--- src/rtl/pit_pkg.sv ---
package pit_pkg;

  localparam int CNT_W  = 16;
  localparam int DIGITS = CNT_W / 4;
  localparam int BYTE_W = 8;

  typedef enum logic [1:0] {
    ACC_SNAP = 2'd0,
    ACC_LO   = 2'd1,
    ACC_HI   = 2'd2,
    ACC_BOTH = 2'd3
  } acc_e;

  typedef enum logic [2:0] {
    MD_TERM   = 3'd0,
    MD_SHOT   = 3'd1,
    MD_RATE   = 3'd2,
    MD_SQUARE = 3'd3,
    MD_SWSTB  = 3'd4,
    MD_HWSTB  = 3'd5,
    MD_RSV6   = 3'd6,
    MD_RSV7   = 3'd7
  } mode_e;

  // Decimal down-step over DIGITS nibbles, borrowing upward; 0..0 gives 9..9.
  function automatic logic [CNT_W-1:0] bcd_dec(input logic [CNT_W-1:0] v);
    logic [CNT_W-1:0] r;
    logic brw;
    r   = v;
    brw = 1'b1;
    for (int k = 0; k < DIGITS; k++) begin
      if (brw) begin
        if (v[4*k +: 4] == 4'd0) begin
          r[4*k +: 4] = 4'd9;
        end else begin
          r[4*k +: 4] = v[4*k +: 4] - 4'd1;
          brw = 1'b0;
        end
      end
    end
    return r;
  endfunction

  function automatic logic [CNT_W-1:0] count_next(input logic [CNT_W-1:0] v,
                                                  input logic bcd);
    return bcd ? bcd_dec(v) : (v - CNT_W'(1));
  endfunction

  function automatic logic bcd_ok(input logic [CNT_W-1:0] v);
    logic ok;
    ok = 1'b1;
    for (int k = 0; k < DIGITS; k++) begin
      if (v[4*k +: 4] > 4'd9) ok = 1'b0;
    end
    return ok;
  endfunction

endpackage

--- src/rtl/pit_bus_decode.sv ---
module pit_bus_decode #(
  parameter int NUM_CH = 3,
  parameter int ADDR_W = 2
) (
  input  logic              clk,
  input  logic              rst_n,
  input  logic [ADDR_W-1:0] addr,
  input  logic              wr_en,
  input  logic              rd_en,
  input  logic [1:0]        sel,
  output logic [NUM_CH-1:0] ctl_we,
  output logic [NUM_CH-1:0] port_we,
  output logic [NUM_CH-1:0] port_re
);

  localparam logic [ADDR_W-1:0] CTL_ADDR = ADDR_W'(NUM_CH);

  logic ctl_hit;
  assign ctl_hit = wr_en && (addr == CTL_ADDR);

  for (genvar i = 0; i < NUM_CH; i++) begin : g_dec
    assign port_we[i] = wr_en && (addr == ADDR_W'(i));
    assign port_re[i] = rd_en && (addr == ADDR_W'(i));
    assign ctl_we[i]  = ctl_hit && (sel == 2'(i));
  end

  // any single bus write reaches at most one channel target
  p_one_target_r1: assert property (@(posedge clk) disable iff (!rst_n)
    $onehot0({ctl_we, port_we}));

  // a control write never also lands on a data port
  p_ctl_excl_r1: assert property (@(posedge clk) disable iff (!rst_n)
    (|ctl_we) |-> (port_we == '0));

endmodule

--- src/rtl/pit_channel.sv ---
module pit_channel
  import pit_pkg::*;
(
  input  logic              clk,
  input  logic              rst_n,
  input  logic              ctl_we,
  input  acc_e              ctl_acc,
  input  mode_e             ctl_mode,
  input  logic              ctl_bcd,
  input  logic              port_we,
  input  logic              port_re,
  input  logic [BYTE_W-1:0] wdata,
  input  logic              cen,
  output logic [BYTE_W-1:0] rd_byte,
  output logic              out_o
);

  acc_e             acc_q;
  mode_e            mode_q;
  logic             bcd_q;
  logic [CNT_W-1:0] reload_q, count_q, snap_q;
  logic             snap_v, wr_hi, rd_hi, pend, run, out_q;

  // named internal events
  logic             snap_cmd, mode_cmd, wr_last, rd_last;
  logic             load_now, step, rate_mode, hit_one, hit_zero, pre_pulse;
  logic [CNT_W-1:0] cnt_dec, rd_src;

  assign snap_cmd  = ctl_we && (ctl_acc == ACC_SNAP);
  assign mode_cmd  = ctl_we && (ctl_acc != ACC_SNAP);
  assign wr_last   = port_we && ((acc_q != ACC_BOTH) || wr_hi);
  assign rd_last   = port_re && ((acc_q != ACC_BOTH) || rd_hi);
  assign load_now  = cen && pend;
  assign step      = cen && run && !pend;
  assign rate_mode = (mode_q == MD_RATE);
  assign cnt_dec   = count_next(count_q, bcd_q);
  assign hit_one   = step && rate_mode && (count_q == CNT_W'(1));
  assign pre_pulse = step && rate_mode && (cnt_dec == CNT_W'(1));
  assign hit_zero  = step && !rate_mode && (cnt_dec == '0);

  always_ff @(posedge clk or negedge rst_n) begin
    if (!rst_n) begin
      acc_q    <= ACC_BOTH;
      mode_q   <= MD_TERM;
      bcd_q    <= 1'b0;
      reload_q <= '0;
      count_q  <= '0;
      snap_q   <= '0;
      snap_v   <= 1'b0;
      wr_hi    <= 1'b0;
      rd_hi    <= 1'b0;
      pend     <= 1'b0;
      run      <= 1'b0;
      out_q    <= 1'b0;
    end else if (mode_cmd) begin
      acc_q  <= ctl_acc;
      mode_q <= ctl_mode;
      bcd_q  <= ctl_bcd;
      wr_hi  <= 1'b0;
      rd_hi  <= 1'b0;
      snap_v <= 1'b0;
      pend   <= 1'b0;
      run    <= 1'b0;
      out_q  <= (ctl_mode == MD_RATE);
    end else begin
      // counting
      if (load_now) begin
        count_q <= reload_q;
        pend    <= 1'b0;
        run     <= 1'b1;
      end else if (step) begin
        if (hit_one) begin
          count_q <= reload_q;
          out_q   <= 1'b1;
        end else begin
          count_q <= cnt_dec;
          if (pre_pulse) out_q <= 1'b0;
          if (hit_zero)  out_q <= 1'b1;
        end
      end
      // snapshot and read sequencing
      if (port_re) begin
        if (acc_q == ACC_BOTH) rd_hi <= !rd_hi;
        if (rd_last) snap_v <= 1'b0;
      end
      if (snap_cmd && !snap_v) begin
        snap_q <= count_q;
        snap_v <= 1'b1;
      end
      // reload byte sequencing
      if (port_we) begin
        unique case (acc_q)
          ACC_LO:  reload_q <= {{(CNT_W-BYTE_W){1'b0}}, wdata};
          ACC_HI:  reload_q <= {wdata, {(CNT_W-BYTE_W){1'b0}}};
          default: begin
            if (wr_hi) reload_q[CNT_W-1:BYTE_W] <= wdata;
            else       reload_q[BYTE_W-1:0]     <= wdata;
            wr_hi <= !wr_hi;
          end
        endcase
        if (wr_last) begin
          pend <= 1'b1;
          if (!rate_mode) out_q <= 1'b0;
        end
      end
    end
  end

  assign rd_src = snap_v ? snap_q : count_q;

  always_comb begin
    unique case (acc_q)
      ACC_HI:   rd_byte = rd_src[CNT_W-1:BYTE_W];
      ACC_BOTH: rd_byte = rd_hi ? rd_src[CNT_W-1:BYTE_W] : rd_src[BYTE_W-1:0];
      default:  rd_byte = rd_src[BYTE_W-1:0];
    endcase
  end

  assign out_o = out_q;

  // a snapshot command while one is held leaves the snapshot untouched
  p_snap_hold_r3: assert property (@(posedge clk) disable iff (!rst_n)
    (snap_cmd && snap_v) |=> (snap_q == $past(snap_q)));

  // the pending reload enters the counter on the next strobe
  p_load_r4: assert property (@(posedge clk) disable iff (!rst_n)
    (load_now && !mode_cmd) |=> (run && count_q == $past(reload_q)));

  // a binary step lowers the count by exactly one
  p_bin_step_r5: assert property (@(posedge clk) disable iff (!rst_n)
    (step && !bcd_q && !hit_one && !mode_cmd) |=> (count_q == CNT_W'($past(count_q) - CNT_W'(1))));

  // a running decimal counter holds only decimal digits
  p_bcd_digits_r6: assert property (@(posedge clk) disable iff (!rst_n)
    (bcd_q && run && !pend) |-> bcd_ok(count_q));

  // reaching zero in terminal-count mode raises the output
  p_tc_out_r8: assert property (@(posedge clk) disable iff (!rst_n)
    (hit_zero && !mode_cmd && !wr_last) |=> out_q);

  // the rate generator reloads and returns high after the low count
  p_rate_reload_r9: assert property (@(posedge clk) disable iff (!rst_n)
    (hit_one && !mode_cmd) |=> (out_q && count_q == $past(reload_q)));

endmodule

--- src/rtl/pit_core.sv ---
module pit_core
  import pit_pkg::*;
#(
  parameter int NUM_CH = 3,
  parameter int ADDR_W = 2
) (
  input  logic              clk,
  input  logic              rst_n,
  input  logic [ADDR_W-1:0] addr,
  input  logic              wr_en,
  input  logic              rd_en,
  input  logic [7:0]        wdata,
  output logic [7:0]        rdata,
  input  logic [NUM_CH-1:0] cen,
  output logic [NUM_CH-1:0] tmr_out
);

  logic [NUM_CH-1:0] ctl_we, port_we, port_re;
  logic [7:0]        rd_bytes [NUM_CH];

  pit_bus_decode #(.NUM_CH(NUM_CH), .ADDR_W(ADDR_W)) u_dec (
    .clk     (clk),
    .rst_n   (rst_n),
    .addr    (addr),
    .wr_en   (wr_en),
    .rd_en   (rd_en),
    .sel     (wdata[7:6]),
    .ctl_we  (ctl_we),
    .port_we (port_we),
    .port_re (port_re)
  );

  for (genvar i = 0; i < NUM_CH; i++) begin : g_ch
    pit_channel u_ch (
      .clk      (clk),
      .rst_n    (rst_n),
      .ctl_we   (ctl_we[i]),
      .ctl_acc  (acc_e'(wdata[5:4])),
      .ctl_mode (mode_e'(wdata[3:1])),
      .ctl_bcd  (wdata[0]),
      .port_we  (port_we[i]),
      .port_re  (port_re[i]),
      .wdata    (wdata),
      .cen      (cen[i]),
      .rd_byte  (rd_bytes[i]),
      .out_o    (tmr_out[i])
    );
  end

  always_comb begin
    rdata = '0;
    for (int i = 0; i < NUM_CH; i++) begin
      if (addr == ADDR_W'(i)) rdata = rd_bytes[i];
    end
  end

endmodule

--- config.mk ---
export PLATFORM = sky130hd
export DESIGN_NAME = pit_core
export DESIGN_NICKNAME = d
export VERILOG_FILES = /design/src/rtl/pit_pkg.sv /design/src/rtl/pit_bus_decode.sv /design/src/rtl/pit_channel.sv /design/src/rtl/pit_core.sv
export SDC_FILE = /design/constraint.sdc
export NUM_CORES = 1
export LEC_CHECK = 0
export BUFFER_PORTS_ARGS = -buffer_cell sky130_fd_sc_hd__buf_2
export CAP_MARGIN = 20
export CORE_MARGIN = 5
export CORE_UTILIZATION = 55
export CTS_CLUSTER_SIZE = 16
export DETAILED_ROUTE_END_ITERATION = 8
export PLACE_DENSITY = 0.72
export SLEW_MARGIN = 20
export SYNTH_ARGS = -nofsm -noshare
export SYNTH_HDL_FRONTEND = slang
export SYNTH_SLANG_ARGS = --single-unit
--- constraint.sdc ---
create_clock -name clk -period 3.7 [get_ports clk]
set_input_delay 0.74 -clock clk [delete_from_list [all_inputs] [get_ports clk]]
set_output_delay 0.74 -clock clk [all_outputs]
set_load 0.005 [all_outputs]
==> results of run 1 <==
==> registers in the layout, indices dropped and copies added, names as in the netlist <==
register	flops
g_ch.u_ch.run	3
g_ch.u_ch.count_q	48
g_ch.u_ch.pend	3
g_ch.u_ch.wr_hi	3
g_ch.u_ch.mode_q	9
g_ch.u_ch.acc_q	6
g_ch.u_ch.bcd_q	3
g_ch.u_ch.snap_v	3
g_ch.u_ch.snap_q	48
g_ch.u_ch.reload_q	48
g_ch.u_ch.rd_hi	3
g_ch.u_ch.out_o	3
==> critical path, stage by stage (launching register included) <==
cell	delay, ns
dfstp_2	0.56
inv_1	0.05
ha_1	0.21
a21oi_1	0.52
o22ai_1	0.28
o21ai_0	0.29
o21ai_0	0.10
buf_2	0.13
==> cells by family (layout without fill, tap and decap cells) <==
family	count (synthesis)	count (layout)	share of synthesized area, %
AOI/OAI and AO/OA	311	311	17.3
xor gates and xnor gates	18	18	1.52
adders and majority gates	18	18	2.17
buffers and inverters	107	105	4.38
DFF	180	180	43.5
muxes	109	109	11.1
and+or+nand+nor	434	434	20.1
==> Yosys cell counts, types with 7 or more instances <==
cell / number
a211oi_1: 7
mux2_2: 48
o21ai_0: 127
nor2b_1: 7
xnor2_1: 9
nor3_1: 23
buf_1: 10
or4_1: 7
nor3b_1: 9
xor2_1: 9
nor4_1: 12
buf_2: 12
a21oi_1: 67
dfrtp_1: 174
nor2_1: 73
clkbuf_1: 54
inv_1: 23
or2_2: 7
o21ai_1: 35
nand2b_1: 7
nand2_1: 209
nand3_1: 34
o22ai_1: 16
mux2i_1: 61
o221ai_1: 9
ha_1: 18
==> per-stage QoR <==
stage / area, µm² / utilization (%) / worst slack (ns)
6_report: 11200 / 60.2 / 0.381
5_1_grt: 11200 / 60.2 / 0.235
4_1_cts: 11200 / 60.2 / 0.437
3_5_place_dp: 10600 / 57.0 / 0.707
3_3_place_gp: 10600 / 57.0 / 0.799
2_1_floorplan: 10400 / - / 0.970
==> layout make-up <==
type                       instances  area (µm²)  area share [%]
clock buffer                      19         443            3.95
clock inverter                    13         150            1.34
inverter                          23        86.3           0.769
multi-input combinational        890        5410            48.2
sequential                       180        4510            40.2
tap                              234         293            2.61
timing repair buffer              50         327            2.91
==> per-layer routing <==
metal,vias up,wire (µm)
met5,-,0
met4,0,663
met3,53,1620
met2,257,12500
met1,4226,12200
li1,4154,-
==> path summary, 6_finish.rpt <==
path | from | to | slack (ns)
max in group asynchronous | rst_n | g_ch[0].u_ch.acc_q[1] | 2.43
hold reg to reg | g_ch[2].u_ch.reload_q[12] | g_ch[2].u_ch.reload_q[12] | 0.47
min in group clk | g_ch[2].u_ch.reload_q[12] | g_ch[2].u_ch.reload_q[12] | 0.47
setup reg to reg | g_ch[1].u_ch.count_q[1] | g_ch[1].u_ch.out_o | 0.62
hold / removal | rst_n | g_ch[2].u_ch.count_q[5] | 0.30
setup / recovery | g_ch[0].u_ch.acc_q[0] | rdata[7] | 0.38
==> power groups by stage <==
stage          clock [W]  combinational [W]  sequential, W
2_1_floorplan          0            0.00259        0.00306
6_report         0.00184            0.00302        0.00361
3_3_place_gp           0            0.00291        0.00359
3_5_place_dp           0            0.00297        0.00362
5_1_grt          0.00196            0.00339        0.00370
4_1_cts          0.00186            0.00300        0.00358
==> metrics.yaml, run 1 <==
cts-root-buf: "clkbuf_16"
worst_slew_pin_slew_ns: 0.973
antennaDiodeCount: 0
synth_enable_flop_cells: 0
fmax_mhz: 301
grt_use_met1_pct: 36.0
syn_avg_cell_area_um2: 8.81
finish.net_count: 1197
async_reset_ff_share_pct: 100
syn_inst: 1177
grt.busiest_layer: "met2"
drcViolationCount: 0
grt_first_pass_wirelength_um: 43700
h-tree-depth: 4
synth.cell_area_um2: 10400
die_area_um2: 21700
ios: 28
antenna_found_initial: 0
drive_above_1_share_pct: 13.5
comb_power_share_pct: 35.7
numClockSinks: 180
io_buffers: 27
cp.required_ns: 2.96
cts_buffers: 17
rsz0062_at_grt: "no"
arrival_ns: 2.58
power.internal_w: 0.00491
switching_power_w: 0.00355
grt.overflow.total: 0
p_clk_share_pct: 21.7
yosysUniqueCellTypes: 70
worst-path-max-fanout: 8
firstDrtPassIters: 5
yosysSeqAreaShare_pct: 43.5
status: "completed"
postCtsSetupBuffers: 0
endpoint_kind: "output port"
cts_tree: "built"
clock_latency_ns: 0.44
vdd_drop_max_uv: 360
start_util_pct: 55.6
finClkSkew_ns: 0.00869
fin_setup_tns_ns: 0
placedCellCount: 1377
postCtsHoldBufs: 0
post-synth-top-area-fraction_pct: 42.0
start_kind: "register"
slew_headroom_pct: 35.1
place_hpwl_um: 19200
hold_class: "input port to asynchronous set/reset pin"
dieWidth_um: 147
post_drt_wl_per_cell_um: 19.1
final_common_cell: "nand2_1"
synth_area_leaders: "dfrtp_1 42%, nand2_1 7.6%, o21ai_0 6.1%"
yosysWarnings: 0
via_count: 8690
fillers: 1656
gr-usage-all-layers_pct: 25.3
p_leak_nw: 4.91
p_total_w: 0.00846
post-route-min-period_ns: 3.32
period_share_pct: 89.7
max_cap_viol_count: 0
final_cell_mix: "209 x nand2_1, 174 x dfrtp_1, 127 x o21ai_0"
r2r_cells: 10
drtAntennaViolNets: 0
finalHoldViolCount: 0
drt_iter0_drc: 801
area_growth_syn_to_layout_pct: 8.21
clock_path_buffers: 2
core_um2: 18600
place_congestion: 0.941
power_frac_seq_pct: 42.6
grt_use_met3_pct: 4.57
whs_ns: 0.300
grt_max_degree: 73
viasPerCell: 6.17
cts.clk_slew.worst_paths_ns: 0.07
die_h_um: 147
fp-row-count: 50
crit_type: "register to output port"
grt_pass1_vias: 8125
syn_nets: 1212
power_density_nw_per_um2: 754
routed_wl_um: 27000
synth_area_leader_cell: "dfrtp_1"
ys_seq_elements: 180
use_met2_pct: 39.5
ctsResizeCount: 0
slew_viol_final: 0
switching_share_pct: 41.9
ys.flop_type: "dfrtp_1"
setup_viol_count_final: 0
final-instance-count-excl-fill: 1409
No activity file was read; power rests on OpenSTA's default activity.
==> run 2, diff against run 1 <==
--- a/config.mk
+++ b/config.mk
@@ -9,7 +9,6 @@
 export CAP_MARGIN = 20
 export CORE_MARGIN = 5
 export CORE_UTILIZATION = 55
-export CTS_CLUSTER_SIZE = 16
 export DETAILED_ROUTE_END_ITERATION = 8
 export PLACE_DENSITY = 0.72
 export SLEW_MARGIN = 20
==> constraint.sdc (replaced) <==
create_clock -name clk -period 4.02 [get_ports clk]
set_input_delay 0.804 -clock clk [delete_from_list [all_inputs] [get_ports clk]]
set_output_delay 0.804 -clock clk [all_outputs]
set_load 0.005 [all_outputs]
==> run 2 against run 1 <==
Clock skew increased by 0.0043 ns. Sequential cell count unchanged. Final cell count decreased by 0.43%. Register-to-register slack improved by 0.24 ns. Non-clock buffer count decreased by 7. Utilization decreased by 0.33 points. Combinational power decreased by 9.3%. Global-route usage decreased by 0.63 points. Sequential power decreased by 7.8%. Routed wire length decreased by 0.92%. Critical path depth unchanged. Clock-buffer cell count decreased by 2. Critical path type unchanged.
==> metrics.yaml, run 2 (synthesis gave the netlist of run 1 again) <==
status: "completed"
antenna_found_initial: 1  # +1
via_count: 8591  # -1.1%
cts_tree: "built"
worst_path_largest_cell_delay_ns: 0.56  # about the same
finalHoldViolCount: 0  # unchanged
cp_top_family: "compound AO/OA/AOI/OAI gates"
fmax_mhz: 301
place_ws_ns: 0.973  # +0.265 ns
fp-row-count: 50  # unchanged
timing.critical_path.buf_inv: 2  # unchanged
r2r-end: "g_ch[1].u_ch.out_o"
io_buffers: 27  # unchanged
grt.overflow.total: 0  # unchanged
postCtsHoldBufs: 0  # unchanged
cp_slowest_cell: "dfstp_2"
worst_slew_pin_slew_ns: 1.01  # +0.0322 ns
place_congestion: 0.946  # +0.54%
crit_type: "register to output port"
whs_ns: 0.368  # +0.0681 ns
drt_iter0_drc: 794  # -0.87%
postCtsSetupBuffers: 0  # unchanged
drive_above_1_share_pct: 13.1  # -0.43 points
routed_wl_um: 26700  # -0.92%
post-route-min-period_ns: 3.32
fillers: 1645  # -0.66%
cts-root-buf: "clkbuf_16"
slew_viol_final: 0  # unchanged
fin_setup_tns_ns: 0  # unchanged
period_share_pct: 82.7
wl_met2_um: 12300  # -1.5%
numClockSinks: 180  # unchanged
p_leak_nw: 4.88  # -0.62%
max_cap_viol_count: 0  # unchanged
firstDrtPassIters: 5  # unchanged
rrSetupSlack_ns: 0.86  # +0.24 ns
finClkSkew_ns: 0.0130  # +0.00434 ns
cp.required_ns: 3.22  # +0.26 ns
start_kind: "register"
setup_viol_count_final: 0  # unchanged
power_density_nw_per_um2: 694  # -8.0%
dieWidth_um: 147  # unchanged
crit_chain: "inv_1 > ha_1 > a21oi_1 > o22ai_1 > o21ai_0 > o21ai_0 > buf_2"
cts_buffers: 17  # unchanged
cts.clk_slew.worst_paths_ns: 0.07  # about the same
die_h_um: 147  # unchanged
grt_pass1_vias: 7833  # -3.6%
vdd_drop_max_uv: 333  # -7.5%
hold_class: "input port to asynchronous set/reset pin"
drcViolationCount: 0  # unchanged
grt_first_pass_wirelength_um: 42800  # -2.1%
ctsResizeCount: 0  # unchanged
worst-path-max-fanout: 8  # unchanged
clock_path_buffers: 2  # unchanged
finish.net_count: 1190  # -0.58%
endpoint_kind: "output port"
clock_latency_ns: 0.44  # about the same
place_hpwl_um: 18700  # -2.3%
area_growth_syn_to_layout_pct: 7.61
rr_startpoint: "g_ch[1].u_ch.count_q[0]"
gr-usage-all-layers_pct: 24.7  # -0.63 points
final_common_cell: "nand2_1"
drtAntennaViolNets: 0  # unchanged
core_um2: 18600  # unchanged
arrival_ns: 2.52  # -0.06 ns
dr.max_layer_used: "met4"
h-tree-depth: 4  # unchanged
final_cell_mix: "209 x nand2_1, 174 x dfrtp_1, 127 x o21ai_0"
wl_met1_um: 12200  # +0.17%
layout_setup_ws_ns: 0.695  # +0.314 ns
post_drt_wl_per_cell_um: 19.0  # -0.49%
grt_max_degree: 76  # +4.1%
wl_met3_um: 1720  # +6.1%
die_area_um2: 21700  # unchanged
r2r_cells: 11  # +1
slew_headroom_pct: 33.0  # -2.1 points
rsz0062_at_grt: "no"
ios: 28  # unchanged
cpMostUsedCell: "o21ai_0"
start_util_pct: 55.6  # unchanged
biggestRegsByFlops: "g_ch.u_ch.count_q: 48 flops, g_ch.u_ch.reload_q: 48 flops, g_ch.u_ch.snap_q: 48 flops"
startpoint: "g_ch[0].u_ch.acc_q[0]"
viasPerCell: 6.12  # -0.72%
## run 2: cell types whose count changed in the layout (fill, tap and decap cells not counted), sizes merged
cell      before  now
buf           50   43
clkinvlp       4    2
inv           26   34
clkinv         4    1
diode          0    1
clkbuf        19   17
bufinv         2    1
## run 2: worst max path at each step
stage | end | slack (ns) | cells past startpoint
finish | rdata[7] | 0.70 | 7
global route | rdata[7] | 0.46 | 7
CTS | rdata[7] | 0.69 | 7
detailed placement | g_ch[1].u_ch.out_o | 0.97 | 11
global placement | g_ch[1].u_ch.count_q[4] | 1.02 | 8
floorplan | g_ch[1].u_ch.out_o | 1.29 | 11
## run 2: final cells by class
type                            instances  area, µm²  area share [%]
Clock buffer                           17        425            3.81
Antenna cell                            1       2.50          0.0224
Multi-Input combinational cell        890       5410            48.5
Clock inverter                         15        156            1.40
Sequential cell                       180       4510            40.4
Tap cell                              234        293            2.62
Inverter                               23       86.3           0.774
Timing Repair Buffer                   43        274            2.46
## run 2: metrics by stage
| step | util, % | instance area, µm² | total power, W | cells |
|---|---|---|---|---|
| 4_1_cts | 59.8 | 11200 | 0.00773 | 1402 |
| 3_5_place_dp | 56.7 | 10600 | 0.00604 | 1370 |
| 6_report | 59.9 | 11200 | 0.00774 | 1403 |
| 2_1_floorplan | - | 10400 | 0.00520 | 1177 |
| 5_1_grt | 59.9 | 11200 | 0.00827 | 1403 |
| 3_3_place_gp | 56.7 | 10600 | 0.00596 | 1370 |
## run 2: power by group
group	leakage [nW]	internal [W]	total, W	switching [W]
Clock	0.284	0.000884	0.00167	0.000791
Sequential	2.32	0.00242	0.00333	0.000915
Combinational	2.28	0.00114	0.00274	0.00159
Total	4.88	0.00444	0.00774	0.00330
## run 2: layer usage
| metal | GRT usage, % | vias up |
|---|---|---|
| met4 | 6.62 | 0 |
| met5 | 0 | - |
| met2 | 38.3 | 311 |
| met3 | 3.95 | 46 |
| li1 | - | 4138 |
| met1 | 36.3 | 4096 |
